`config.mk`:
```
export PLATFORM = sky130hd
export DESIGN_NAME = tmr_state_reg
export DESIGN_NICKNAME = d
export VERILOG_FILES = /design/src/rtl/tmr_pkg.sv /design/src/rtl/tmr_voter.sv /design/src/rtl/tmr_next_state.sv /design/src/rtl/tmr_domain_reg.sv /design/src/rtl/tmr_state_reg.sv
export SDC_FILE = /design/constraint.sdc
export NUM_CORES = 1
export LEC_CHECK = 0
export BUFFER_PORTS_ARGS = -buffer_cell sky130_fd_sc_hd__buf_2
export CORE_MARGIN = 1.5
export CORE_UTILIZATION = 30
export DETAILED_ROUTE_END_ITERATION = 10
export PLACE_DENSITY_LB_ADDON = 0.08
export REMOVE_ABC_BUFFERS = 1
export SYNTH_ARGS = -nofsm -noshare
export SYNTH_HDL_FRONTEND = slang
export SYNTH_HIERARCHICAL = 1
export SYNTH_SLANG_ARGS = --single-unit
```
`constraint.sdc`:
```
create_clock -name clk_i -period 2.6 [get_ports clk_i]
set_input_delay 0.39 -clock clk_i [delete_from_list [all_inputs] [get_ports clk_i]]
set_output_delay 0.39 -clock clk_i [all_outputs]
set_load 0.05 [all_outputs]
```
`src/rtl/tmr_pkg.sv`:
```
package tmr_pkg;

    // Number of redundant domains; the voter structure assumes three.
    localparam int unsigned NUM_DOM = 3;

    // One-bit two-out-of-three majority.
    function automatic logic vote_bit(input logic a, input logic b, input logic c);
        return (a & b) | (b & c) | (a & c);
    endfunction

endpackage

```
`src/rtl/tmr_voter.sv`:
```
module tmr_voter
    import tmr_pkg::*;
#(
    parameter int unsigned WIDTH = 8
) (
    input  logic [WIDTH-1:0] copy_a_i,
    input  logic [WIDTH-1:0] copy_b_i,
    input  logic [WIDTH-1:0] copy_c_i,
    input  logic [WIDTH-1:0] fault_i,
    output logic [WIDTH-1:0] vote_o
);

    logic [WIDTH-1:0] maj_w;

    // One majority cell per state bit.
    for (genvar b = 0; b < WIDTH; b++) begin : g_bit
        assign maj_w[b] = vote_bit(copy_a_i[b], copy_b_i[b], copy_c_i[b]);
    end

    // The fault mask models an upset inside this voter only.
    assign vote_o = maj_w ^ fault_i;

endmodule

```
`src/rtl/tmr_next_state.sv`:
```
module tmr_next_state #(
    parameter int unsigned WIDTH = 8,
    parameter int unsigned STEP  = 1
) (
    input  logic [WIDTH-1:0] cur_i,
    input  logic             load_i,
    input  logic [WIDTH-1:0] load_val_i,
    input  logic             step_i,
    output logic [WIDTH-1:0] nxt_o
);

    localparam logic [WIDTH-1:0] STEP_W = WIDTH'(STEP);

    always_comb begin
        nxt_o = cur_i;
        if (load_i) begin
            nxt_o = load_val_i;
        end else if (step_i) begin
            nxt_o = cur_i + STEP_W;
        end
    end

endmodule

```
`src/rtl/tmr_domain_reg.sv`:
```
module tmr_domain_reg #(
    parameter int unsigned     WIDTH     = 8,
    parameter logic [WIDTH-1:0] RESET_VAL = '0
) (
    input  logic             clk_i,
    input  logic             rst_ni,
    input  logic [WIDTH-1:0] d_i,
    input  logic [WIDTH-1:0] upset_i,
    output logic [WIDTH-1:0] q_o
);

    typedef struct packed {
        logic [WIDTH-1:0] state;
    } dom_state_t;

    dom_state_t st_d, st_q;

    always_comb begin
        st_d       = st_q;
        st_d.state = d_i ^ upset_i;
    end

    always_ff @(posedge clk_i or negedge rst_ni) begin
        if (!rst_ni) begin
            st_q.state <= RESET_VAL;
        end else begin
            st_q <= st_d;
        end
    end

    assign q_o = st_q.state;

endmodule

```
`src/rtl/tmr_state_reg.sv`:
```
module tmr_state_reg
    import tmr_pkg::*;
#(
    parameter int unsigned      WIDTH     = 8,
    parameter int unsigned      STEP      = 1,
    parameter logic [WIDTH-1:0] RESET_VAL = '0
) (
    input  logic                       clk_i,
    input  logic                       rst_ni,
    input  logic                       load_i,
    input  logic [WIDTH-1:0]           load_val_i,
    input  logic                       step_i,
    input  logic [NUM_DOM*WIDTH-1:0]   seu_flip_i,
    input  logic [NUM_DOM*WIDTH-1:0]   vote_flip_i,
    output logic [NUM_DOM*WIDTH-1:0]   voted_o,
    output logic                       mismatch_o
);

    localparam int unsigned BUS_W = NUM_DOM * WIDTH;

    logic [WIDTH-1:0] copy_q [NUM_DOM];
    logic [WIDTH-1:0] vote_w [NUM_DOM];
    logic [WIDTH-1:0] next_w [NUM_DOM];

    // Each domain: its own voter over all copies, its own next-state logic, its own register.
    for (genvar k = 0; k < NUM_DOM; k++) begin : g_dom
        tmr_voter #(
            .WIDTH (WIDTH)
        ) u_voter (
            .copy_a_i (copy_q[0]),
            .copy_b_i (copy_q[1]),
            .copy_c_i (copy_q[2]),
            .fault_i  (vote_flip_i[k*WIDTH +: WIDTH]),
            .vote_o   (vote_w[k])
        );

        tmr_next_state #(
            .WIDTH (WIDTH),
            .STEP  (STEP)
        ) u_next (
            .cur_i      (vote_w[k]),
            .load_i     (load_i),
            .load_val_i (load_val_i),
            .step_i     (step_i),
            .nxt_o      (next_w[k])
        );

        tmr_domain_reg #(
            .WIDTH     (WIDTH),
            .RESET_VAL (RESET_VAL)
        ) u_reg (
            .clk_i   (clk_i),
            .rst_ni  (rst_ni),
            .d_i     (next_w[k]),
            .upset_i (seu_flip_i[k*WIDTH +: WIDTH]),
            .q_o     (copy_q[k])
        );

        assign voted_o[k*WIDTH +: WIDTH] = vote_w[k];
    end

    always_comb begin
        mismatch_o = (copy_q[0] != copy_q[1]) || (copy_q[1] != copy_q[2]);
    end

    // ---------------------------------------------------------------
    // Assertions (the bench injects at most one faulty domain at a time)
    // ---------------------------------------------------------------
    logic no_inj;
    assign no_inj = (seu_flip_i == '0) && (vote_flip_i == '0);

    // first sample after reset release shows the reset pattern everywhere
    a_r1_reset_state: assert property (@(posedge clk_i) disable iff (!rst_ni)
        (!$past(rst_ni) && no_inj) |-> (voted_o == {NUM_DOM{RESET_VAL}}) && !mismatch_o);

    // a load seen by all voters lands in the state one clock later
    a_r3_load: assert property (@(posedge clk_i) disable iff (!rst_ni)
        ($past(rst_ni && no_inj && load_i) && no_inj)
            |-> voted_o[WIDTH-1:0] == $past(load_val_i));

    // with neither load nor step the voted state holds
    a_r3_hold: assert property (@(posedge clk_i) disable iff (!rst_ni)
        ($past(rst_ni && no_inj && !load_i && !step_i) && no_inj)
            |-> voted_o[WIDTH-1:0] == $past(voted_o[WIDTH-1:0]));

    // once injection stops, a single corrupted copy is rewritten at the next edge
    a_r4_heal: assert property (@(posedge clk_i) disable iff (!rst_ni)
        no_inj |=> !mismatch_o);

    // with no voter fault, all three voted slices agree whenever at most one copy differs
    a_r2_slices_agree: assert property (@(posedge clk_i) disable iff (!rst_ni)
        (vote_flip_i == '0) |-> (voted_o[0 +: WIDTH] == voted_o[WIDTH +: WIDTH])
                             && (voted_o[WIDTH +: WIDTH] == voted_o[2*WIDTH +: WIDTH]));

endmodule

```
## Word-level counts from Yosys, hierarchy flattened

Cells that the tools add are included.
Widths: inputs -> output; s select.

- Register bits: 24
- Output and inout port bits: 25
- Logic and storage cells: 61

- Add/sub/neg operators: 3
- Eq/ne operators: 2
- Muxes and demuxes: 6
- Bitwise gates (word level): 46
- Reductions and logical operators: 1

Operators with widths:

| operator | number |
|---|---|
| $mux 8 | 6 |
| $xor 8x8->8 | 6 |
| $add 8x1->8 const B | 3 |
| $and 1x1->1 | 24 |
| $ne 8x8->1 | 2 |
| $or 1x1->1 | 16 |
| $logic_or 1x1->1 | 1 |

## Logic depth before layout (Yosys ltp)

Gate-level depths: netlist (run 1).

- Word-level depth: 8
- Mapped depth: 7
- Depth with buffers taken out: 7

## Modules after synthesis

The synthesis (run 1) kept the hierarchy.

By module, submodules not included:

| module | instances | cells each | area an instance (um^2) | sequential area each (um^2) |
|---|---|---|---|---|
| tmr_domain_reg | 3 | 16 | 270.3 | 200.2 |
| tmr_next_state | 3 | 41 | 242.7 | 0.0 |
| tmr_voter | 3 | 16 | 160.2 | 0.0 |
| tmr_state_reg | 1 | 21 | 126.4 | 0.0 |

## Least setup slack after synthesis (run 1)

No wires, ideal clock.

- Kind: reg-to-reg
- From: register g_dom[2].u_reg.st_q (netlist bit g_dom[2].u_reg/q_o[0])
- To: register g_dom[0].u_reg.st_q (netlist bit g_dom[0].u_reg/q_o[6])
- Arrival time: 2,767 ps
- Slack: -246 ps
- Stages on the path, launching flop included: 8
- Path buffers: 0
- Cells stage by stage: dfrtp_1 > maj3_2 > xor2_1 > ha_1 > nand2_1 > or4_1 > nand3_1 > xor2_1

RTL lines:

| element | line | source |
|---|---|---|
| start: declaration | tmr_domain_reg.sv:16 | `dom_state_t st_d, st_q;` |
| start signal: assignment | tmr_domain_reg.sv:27 | `st_q <= st_d;` |
| end signal: assignment | tmr_domain_reg.sv:27 |  |
| end: declaration | tmr_domain_reg.sv:16 |  |

## Worst setup path after layout (run 1)

- From: register g_dom[0].u_reg.st_q (netlist bit g_dom[0].u_reg/q_o[6])
- To: output port mismatch_o

- Word-level cells in the longest chain between the ends: 2

RTL lines:

| element | line | source |
|---|---|---|
| $ne 8x8->1 | tmr_state_reg.sv:63 | `mismatch_o = (copy_q[0] != copy_q[1]) \|\| (copy_q[1] != copy_q[2]);` |
| $logic_or 1x1->1 | tmr_state_reg.sv:63 |  |
| end: declaration | tmr_state_reg.sv:16 | `output logic mismatch_o` |

No other way between the ends.

==> impl_metrics.env, run 1 <==
export IMPL_cts_buffer_depth=2
export IMPL_ys_seq_area_share_pct=28.0
export IMPL_coreArea_um2=6870
export IMPL_firstDrtPassIters=4
export IMPL_cts_buffers=3
export IMPL_syn_instance_count=240
export IMPL_placed_cell_area_um2=2720
export IMPL_start_util_pct=31.2
export IMPL_combinationalPowerShare_pct=75.2
export IMPL_finalSetupViolCount=0
export IMPL_critPathLaunchType="register"
export IMPL_dieArea_um2=7670
export IMPL_cts_sink_count=24
export IMPL_fp_row_count=30
export IMPL_grt_total_usage_pct=15.7
export IMPL_drcViolationCount=0
export IMPL_via_per_inst=4.60
export IMPL_grt_pass1_vias=1820
export IMPL_p_clk_share_pct=5.7
export IMPL_largest_reg_flops=24
export IMPL_vias=1961
export IMPL_synthToLayoutAreaGrowth_pct=28.5
export IMPL_fp_dieW_um=87.6
export IMPL_finalMaxSlewViolations=0
export IMPL_finalPower_mw=3.91
export IMPL_cts_setup_buffers=0
export IMPL_syn_area_per_cell_um2=8.94
export IMPL_cellPowerDensity_nw_per_um2=1420
export IMPL_antenna_found_initial=0
export IMPL_tns_ns=0
export IMPL_ir_worst_vdd_uv=522
export IMPL_path_clk_slew_ns=0.08
export IMPL_hpwl_mm=4.86
export IMPL_cts_tree="yes"
export IMPL_dp_cells=423
export IMPL_routed_top_layer="met4"
export IMPL_mostFrequentLayoutCell="buf_2"
export IMPL_m1WireLength_mm=2.75
export IMPL_status="finished clean"
export IMPL_power_internal_mw=1.63
export IMPL_final_nets=395
export IMPL_min_period_ns=2.21
export IMPL_drv_cap=0
export IMPL_met3_length_um=295
export IMPL_routedWlPerCell_um=13.8
export IMPL_finClkSkew_ns=0.000842
export IMPL_critPathKind="register to output port"
export IMPL_fin_area_um2=2760
export IMPL_synth_cell_types=18
export IMPL_arrival_ns=1.82
export IMPL_rsz0062_at_grt="false"
export IMPL_drive_gt1_share_pct=38.2
export IMPL_cp_max_fo=5
export IMPL_fmax_ghz=0.453
export IMPL_p_switching_mw=2.28
export IMPL_drtIter0Drc=87
export IMPL_ios=85
export IMPL_leakage_nw=1.26
export IMPL_grt_pass1_wl_mm=9.00
export IMPL_required_ns=2.21
export IMPL_met2_length_mm=2.77
export IMPL_port_buffers=84
export IMPL_hold_viol=0
export IMPL_holdCritPathClass="primary input to async pin"
export IMPL_hold_buffers=0
export IMPL_worstMarginPinSlew_ns=0.795
export IMPL_die_h_um=87.6
export IMPL_syn_cell_area_um2=2150
export IMPL_ant_nets=0
export IMPL_final_cell_mix="buf_2, xor2_1, nand2_1"
export IMPL_final_cells=426
export IMPL_routed_wl_mm=5.89
export IMPL_insertion_delay_ns=0.27
export IMPL_period_share_pct=84.9
export IMPL_end_kind="output port"
export IMPL_swShare_pct=58.2
export IMPL_h_tree_depth=1
export IMPL_grt_max_degree=58
export IMPL_cts_root_buf="clkbuf_8"
export IMPL_antennaDiodeCount=0
export IMPL_slew_limit_headroom_pct=47.0
export IMPL_place_congestion=0.768
export IMPL_ys_ff_latch=24
export IMPL_ctsResizeCount=0
export IMPL_ys_warn_count=6
export IMPL_seq_power_share_pct=19.0
export IMPL_whs_ns=0.0994
export IMPL_globalRoute_totalOverflow=0
cell type report:
class / instances / area (um2)
clock buffers: 3 / 41.3
multi-input cells: 207 / 1490
well taps: 96 / 120
repair buffers: 96 / 510
flip-flops and latches: 24 / 601
fillers: 731 / 4110
cell usage after synthesis:
master,count,area (um2)
nand3_1,15,75.1
buf_2,3,15.0
o21ai_0,24,120
xnor2_1,3,26.3
buf_4,6,45.0
mux2i_1,3,30.0
o22ai_1,4,25.0
xor2_1,57,499
nor3_1,8,40.0
nor2b_1,9,56.3
or4_1,10,75.1
dfrtp_1,24,601
and3_1,5,31.3
ha_1,3,37.5
and3_2,3,22.5
nand4_1,12,75.1
nand2_1,27,101
maj3_2,24,270
path summary, 6_finish.rpt:
kind                                        from               endpoint  slack (ns)  cells past startpoint
min in group clk_i                seu_flip_i[19]  g_dom[2].u_reg/q_o[3]        0.29                      2
setup reg to reg           g_dom[1].u_reg/q_o[4]  g_dom[2].u_reg/q_o[7]        0.40                      6
hold reg to reg            g_dom[0].u_reg/q_o[2]  g_dom[1].u_reg/q_o[5]        1.09                      6
hold / removal                            rst_ni  g_dom[2].u_reg/q_o[3]         0.1                      1
max in group asynchronous                 rst_ni  g_dom[1].u_reg/q_o[6]        2.13                      1
setup / recovery           g_dom[0].u_reg/q_o[6]             mismatch_o        0.39                      4
routing by layer:
layer / GRT usage [%] / vias to the layer above
met1: 20.9 / 863
met5: 0 / -
met2: 26.0 / 54
li1: - / 1037
met3: 2.92 / 7
met4: 4.76 / 0
cell families (layout without fill, tap and decap cells):
kind of cell,count (synthesis),in the layout,share of synthesized area [%]
muxes,3,3,1.40
AOI/OAI and AO/OA,28,28,6.76
xor gates and xnor gates,60,60,24.5
and+or+nand+nor,89,89,22.2
buffers and inverters,9,99,2.80
adders and majority gates,27,27,14.3
DFF,24,24,28.0
metrics by stage:
| stage | setup WS, ns | utilization (%) |
|---|---|---|
| after global placement | 0.414 | 39.5 |
| after floorplan | -0.246 | - |
| after global routing | 0.198 | 40.1 |
| after CTS | 0.360 | 40.1 |
| final | 0.393 | 40.1 |
| after detailed placement | 0.393 | 39.5 |
worst max-delay path, stage by stage, from the launching register on:
cell and delay, ns:
dfrtp_1 0.44, nor3_1 0.26, o22ai_1 0.12, or4_1 0.50
buf_2 0.24
power by group through the flow:
stage	clock, mW	sequential (mW)	combinational (mW)
finish	0.225	0.744	2.94
global route	0.257	0.771	3.17
CTS	0.239	0.746	2.97
detailed placement	0	0.752	2.96
global placement	0	0.746	2.96
floorplan	0	0.714	2.10
Note: power is estimated with default switching activity, not from simulation.
==> inputs of run 2 (changes only) <==
==> constraint.sdc (replaced) <==
create_clock -name clk_i -period 2.3 [get_ports clk_i]
set_input_delay 0.345 -clock clk_i [delete_from_list [all_inputs] [get_ports clk_i]]
set_output_delay 0.345 -clock clk_i [all_outputs]
set_load 0.05 [all_outputs]
==> impl_metrics.env, run 2 (synthesis gave the netlist of run 1 again) <==
export IMPL_tns_ns=0
export IMPL_port_buffers=84
export IMPL_fmax_ghz=0.462
export IMPL_path_clk_slew_ns=0.09
export IMPL_worstMarginPinSlew_ns=0.803
export IMPL_crit_family="simple AND/OR/NAND/NOR gates"
export IMPL_reg2regPathDepth=7
export IMPL_crit_slowest_cell="or4_1"
export IMPL_holdCritPathClass="primary input to async pin"
export IMPL_period_share_pct=94.1
export IMPL_grt_pass1_wl_mm=9.45
export IMPL_hpwl_mm=4.97
export IMPL_routed_wl_mm=6.07
export IMPL_grt_pass1_vias=1932
export IMPL_met2_length_mm=2.95
export IMPL_cp_max_fo=5
export IMPL_insertion_delay_ns=0.27
export IMPL_antenna_found_initial=0
export IMPL_drv_cap=0
export IMPL_h_tree_depth=1
export IMPL_die_h_um=87.6
export IMPL_r2r_start="g_dom[2].u_reg/q_o[0]"
export IMPL_cts_buffers=3
export IMPL_min_period_ns=2.16
export IMPL_finalMaxSlewViolations=0
export IMPL_r2r_slack_ns=0.15
export IMPL_worst_slack_ns=0.135
export IMPL_fp_row_count=30
export IMPL_place_congestion=0.741
export IMPL_final_cell_mix="buf_2, xor2_1, nand2_1"
export IMPL_cts_setup_buffers=0
export IMPL_finalPower_mw=4.54
export IMPL_grt_max_degree=58
export IMPL_drcViolationCount=0
export IMPL_crit_cells=4
export IMPL_cts_sink_count=24
export IMPL_m1WireLength_mm=2.85
export IMPL_status="finished clean"
export IMPL_swShare_pct=57.7
export IMPL_r2r_end="g_dom[2].u_reg/q_o[6]"
export IMPL_antennaDiodeCount=0
export IMPL_synthToLayoutAreaGrowth_pct=31.2
export IMPL_ios=85
export IMPL_slew_limit_headroom_pct=46.5
export IMPL_start_util_pct=31.2
export IMPL_placed_cell_area_um2=2750
export IMPL_cts_buffer_depth=2
export IMPL_cp_endpoint="mismatch_o"
export IMPL_power_internal_mw=1.92
export IMPL_seq_power_share_pct=18.5
export IMPL_ant_nets=0
export IMPL_leakage_nw=1.28
export IMPL_critPathKind="register to output port"
export IMPL_crit_chain="nor3_1 -> o22ai_1 -> or4_1 -> buf_2"
export IMPL_hold_viol=0
export IMPL_via_per_inst=4.60
export IMPL_path_buf_inv=1
export IMPL_drive_gt1_share_pct=40.1
export IMPL_final_nets=399
export IMPL_dieArea_um2=7670
export IMPL_coreArea_um2=6870
export IMPL_max_stage_delay_ns=0.56
export IMPL_routed_top_layer="met3"
export IMPL_rsz0062_at_grt="false"
export IMPL_routedWlPerCell_um=14.1
export IMPL_p_clk_share_pct=5.7
export IMPL_cellPowerDensity_nw_per_um2=1610
export IMPL_hold_buffers=0
export IMPL_arrival_ns=1.82
export IMPL_critical_path_startpoint="g_dom[0].u_reg/q_o[7]"
export IMPL_largest_reg_flops=24
export IMPL_end_kind="output port"
export IMPL_grt_total_usage_pct=16.4
export IMPL_mostFrequentLayoutCell="buf_2"
export IMPL_fin_area_um2=2820
export IMPL_dp_slack_ns=0.110
export IMPL_met3_length_um=276
export IMPL_ir_worst_vdd_uv=669
export IMPL_ctsResizeCount=0
export IMPL_globalRoute_totalOverflow=0
export IMPL_finClkSkew_ns=0.00565
export IMPL_required_ns=1.96
export IMPL_finalSetupViolCount=0
export IMPL_drtIter0Drc=75
export IMPL_whs_ns=0.0632
export IMPL_fp_dieW_um=87.6
export IMPL_combinationalPowerShare_pct=75.8
export IMPL_cts_tree="yes"
export IMPL_vias=1977
export IMPL_cts_root_buf="clkbuf_8"
export IMPL_p_switching_mw=2.62
export IMPL_n_fill_cell=719
export IMPL_firstDrtPassIters=4
export IMPL_critPathLaunchType="register"
[run 2: cell types whose count changed in the layout (fill, tap and decap cells not counted), sizes merged]
cell,change
buf,+4
[run 2: power by group through the flow]
stage | combinational (mW) | clock (mW) | sequential, mW
floorplan | 2.38 | 0 | 0.807
global placement | 3.45 | 0 | 0.848
detailed placement | 3.45 | 0 | 0.848
CTS | 3.46 | 0.269 | 0.842
global route | 3.70 | 0.293 | 0.896
finish | 3.44 | 0.258 | 0.843
[run 2: final cells by class]
class	count	area, um2	area share (%)
multi-input combinational	207	1510	53.7
sequential	24	601	21.3
timing repair buffer	100	541	19.2
tap	96	120	4.27
clock buffer	3	41.3	1.47
[run 2: layer usage]
| layer | track usage [%] | vias to the layer above |
|---|---|---|
| met1 | 21.9 | 877 |
| met5 | 0 | - |
| met2 | 27.6 | 52 |
| li1 | - | 1048 |
| met4 | 4.62 | 0 |
| met3 | 2.17 | 0 |
[run 2: how the worst min path moves through the flow]
| stage | end | slack, ns | depth (start not counted) |
|---|---|---|---|
| after floorplan | g_dom[0].u_reg/q_o[0] | 0.05 | 0 |
| after global placement | g_dom[1].u_reg/q_o[3] | 0.38 | 1 |
| after detailed placement | g_dom[1].u_reg/q_o[3] | 0.38 | 1 |
| after CTS | g_dom[1].u_reg/q_o[3] | 0.09 | 1 |
| after global routing | g_dom[0].u_reg/q_o[1] | 0.11 | 1 |
| final | g_dom[0].u_reg/q_o[1] | 0.06 | 1 |
[run 2: worst reg2reg max path: cells and delay by family (launching register included)]
family / cells / cell delay (ns)
fa+ha+maj: 2 / 0.55
flops: 1 / 0.43
xor+xnor: 2 / 0.38
simple gates: 3 / 0.71
[run 2: through the flow]
step,cells,utilization [%]
after floorplan,231,-
after global placement,427,40.0
after detailed placement,427,40.0
after CTS,430,40.6
after global routing,430,41.0
final,430,41.0
==> inputs of run 3 (changes only) <==
==> constraint.sdc (replaced) <==
create_clock -name clk_i -period 2.3 [get_ports clk_i]
set_input_delay 0.345 -clock clk_i [delete_from_list [all_inputs] [get_ports clk_i]]
set_output_delay 0.345 -clock clk_i [all_outputs]
set_load 0.02 [all_outputs]
==> impl_metrics.env, run 3 (synthesis gave the netlist of run 1 again) <==
export IMPL_period_share_pct=92.6
export IMPL_drcViolationCount=0
export IMPL_min_period_ns=2.13
export IMPL_antennaDiodeCount=0
export IMPL_r2r_end="g_dom[2].u_reg/q_o[6]"
export IMPL_cts_setup_buffers=0
export IMPL_swShare_pct=50.5
export IMPL_die_h_um=87.6
export IMPL_p_clk_share_pct=6.7
export IMPL_cts_buffer_depth=2
export IMPL_end_kind="register"
export IMPL_ios=85
export IMPL_cts_tree="yes"
export IMPL_p_switching_mw=1.94
export IMPL_power_internal_mw=1.90
export IMPL_max_stage_delay_ns=0.48
export IMPL_register_area_um2=601
export IMPL_hold_buffers=0
export IMPL_ir_worst_vdd_uv=381
export IMPL_final_core_util_pct=40.8
export IMPL_ant_nets=0
export IMPL_finalMaxSlewViolations=0
export IMPL_port_buffers=84
export IMPL_fp_dieW_um=87.6
export IMPL_critical_path_startpoint="g_dom[1].u_reg/q_o[0]"
export IMPL_final_cells=429
export IMPL_insertion_delay_ns=0.27
export IMPL_hold_viol=0
export IMPL_place_congestion=0.750
export IMPL_status="finished clean"
export IMPL_dieArea_um2=7670
export IMPL_firstDrtPassIters=4
export IMPL_cts_buffers=3
export IMPL_holdCritPathClass="primary input to async pin"
export IMPL_reg2regPathDepth=7
export IMPL_multi_input_area_um2=1510
export IMPL_slew_limit_headroom_pct=46.1
export IMPL_rsz0062_at_grt="false"
export IMPL_finClkSkew_ns=0.00132
export IMPL_drtIter0Drc=80
export IMPL_cp_endpoint="g_dom[2].u_reg/q_o[6]"
export IMPL_fmax_ghz=0.469
export IMPL_grt_pass1_vias=1806
export IMPL_grt_pass1_wl_mm=9.14
export IMPL_synthToLayoutAreaGrowth_pct=30.6
export IMPL_finalSetupViolCount=0
export IMPL_required_ns=2.50
export IMPL_crit_path_frequent_cell="xor2_1"
export IMPL_path_clk_slew_ns=0.09
export IMPL_routedWlPerCell_um=14.0
export IMPL_fp_row_count=30
export IMPL_critPathLaunchType="register"
export IMPL_seq_power_share_pct=22.0
export IMPL_arrival_ns=2.33
export IMPL_globalRoute_totalOverflow=0
export IMPL_final_nets=398
export IMPL_crit_slowest_cell="or4_1"
export IMPL_n_fill_cell=742
export IMPL_r2r_slack_ns=0.17
export IMPL_r2r_start="g_dom[1].u_reg/q_o[0]"
export IMPL_leakage_nw=1.27
export IMPL_vias=1999
export IMPL_via_per_inst=4.66
export IMPL_coreArea_um2=6870
export IMPL_cp_max_fo=5
export IMPL_crit_chain="maj3_2 -> xor2_1 -> ha_1 -> nand2_1 -> or4_1 -> nand3_1 -> xor2_1"
export IMPL_final_cell_mix="buf_2, xor2_1, nand2_1"
export IMPL_h_tree_depth=1
export IMPL_antenna_found_initial=0
export IMPL_grt_max_degree=58
export IMPL_hpwl_mm=4.96
export IMPL_critPathKind="register to register"
export IMPL_worstMarginPinSlew_ns=0.809
export IMPL_cts_root_buf="clkbuf_8"
export IMPL_cellPowerDensity_nw_per_um2=1370
export IMPL_largest_reg_flops=24
export IMPL_routed_wl_mm=6.02
export IMPL_drv_cap=0
export IMPL_drive_gt1_share_pct=39.6
export IMPL_mostFrequentLayoutCell="buf_2"
export IMPL_start_util_pct=31.2
export IMPL_combinationalPowerShare_pct=71.3
export IMPL_grt_total_usage_pct=16.1
export IMPL_dp_cells=426
export IMPL_cts_sink_count=24
[run 3: final cells by class]
type | instances | share of cell area [%]
clock buffers | 3 | 1.47
multi-input cells | 207 | 53.8
flip-flops and latches | 24 | 21.4
well taps | 96 | 4.29
repair buffers | 99 | 19.0
[run 3: worst min path at each step]
| stage | startpoint | slack, ns | to |
|---|---|---|---|
| after floorplan | rst_ni | 0.05 | g_dom[0].u_reg/q_o[0] |
| final | rst_ni | 0.06 | g_dom[1].u_reg/q_o[3] |
| after detailed placement | rst_ni | 0.38 | g_dom[1].u_reg/q_o[3] |
| after global placement | rst_ni | 0.38 | g_dom[1].u_reg/q_o[3] |
| after global routing | rst_ni | 0.1 | g_dom[0].u_reg/q_o[1] |
| after CTS | rst_ni | 0.08 | g_dom[1].u_reg/q_o[3] |
[run 3: timing repair]
item / 4_1_cts / 5_1_grt
resized for setup: 0 / 3
hold endpoints to repair: 0 / 0
endpoints found under the setup margin: 0 / 2
[run 3: through the flow]
step / total power [mW] / hold WS [ns] / area (um2) / worst slack [ns] / setup TNS (ns)
finish: 3.84 / 0.0554 / 2800 / 0.170 / 0
CTS: 3.88 / 0.0776 / 2780 / 0.0775 / 0
global placement: 3.58 / 0.383 / 2740 / 0.114 / 0
floorplan: 2.51 / 0.0494 / 2090 / -0.0987 / -0.296
detailed placement: 3.60 / 0.383 / 2740 / 0.0849 / 0
global route: 4.18 / 0.0983 / 2800 / 0.00597 / 0
[run 3: power groups by stage]
stage          registers (mW)  clock network (mW)  logic (mW)
2_1_floorplan           0.807                   0        1.71
6_report                0.844               0.258        2.74
5_1_grt                 0.899               0.285        3.00
3_3_place_gp            0.849                   0        2.74
3_5_place_dp            0.856                   0        2.74
4_1_cts                 0.848               0.276        2.75
[run 3: worst max-delay path, delay by kind of cell (launching register included)]
kind	cells	cell delay, ns
DFF	1	0.43
xor gates and xnor gates	2	0.37
and+or+nand+nor	3	0.70
adders and majority gates	2	0.56
[run 3: routing by layer]
metal / global-route usage (%) / up-vias / share of wire, %
li1: - / 1045 / -
met5: 0 / - / 0
met2: 26.4 / 47 / 48
met1: 22.1 / 902 / 47
met3: 1.98 / 5 / 3.3
met4: 4.76 / 0 / 1.2
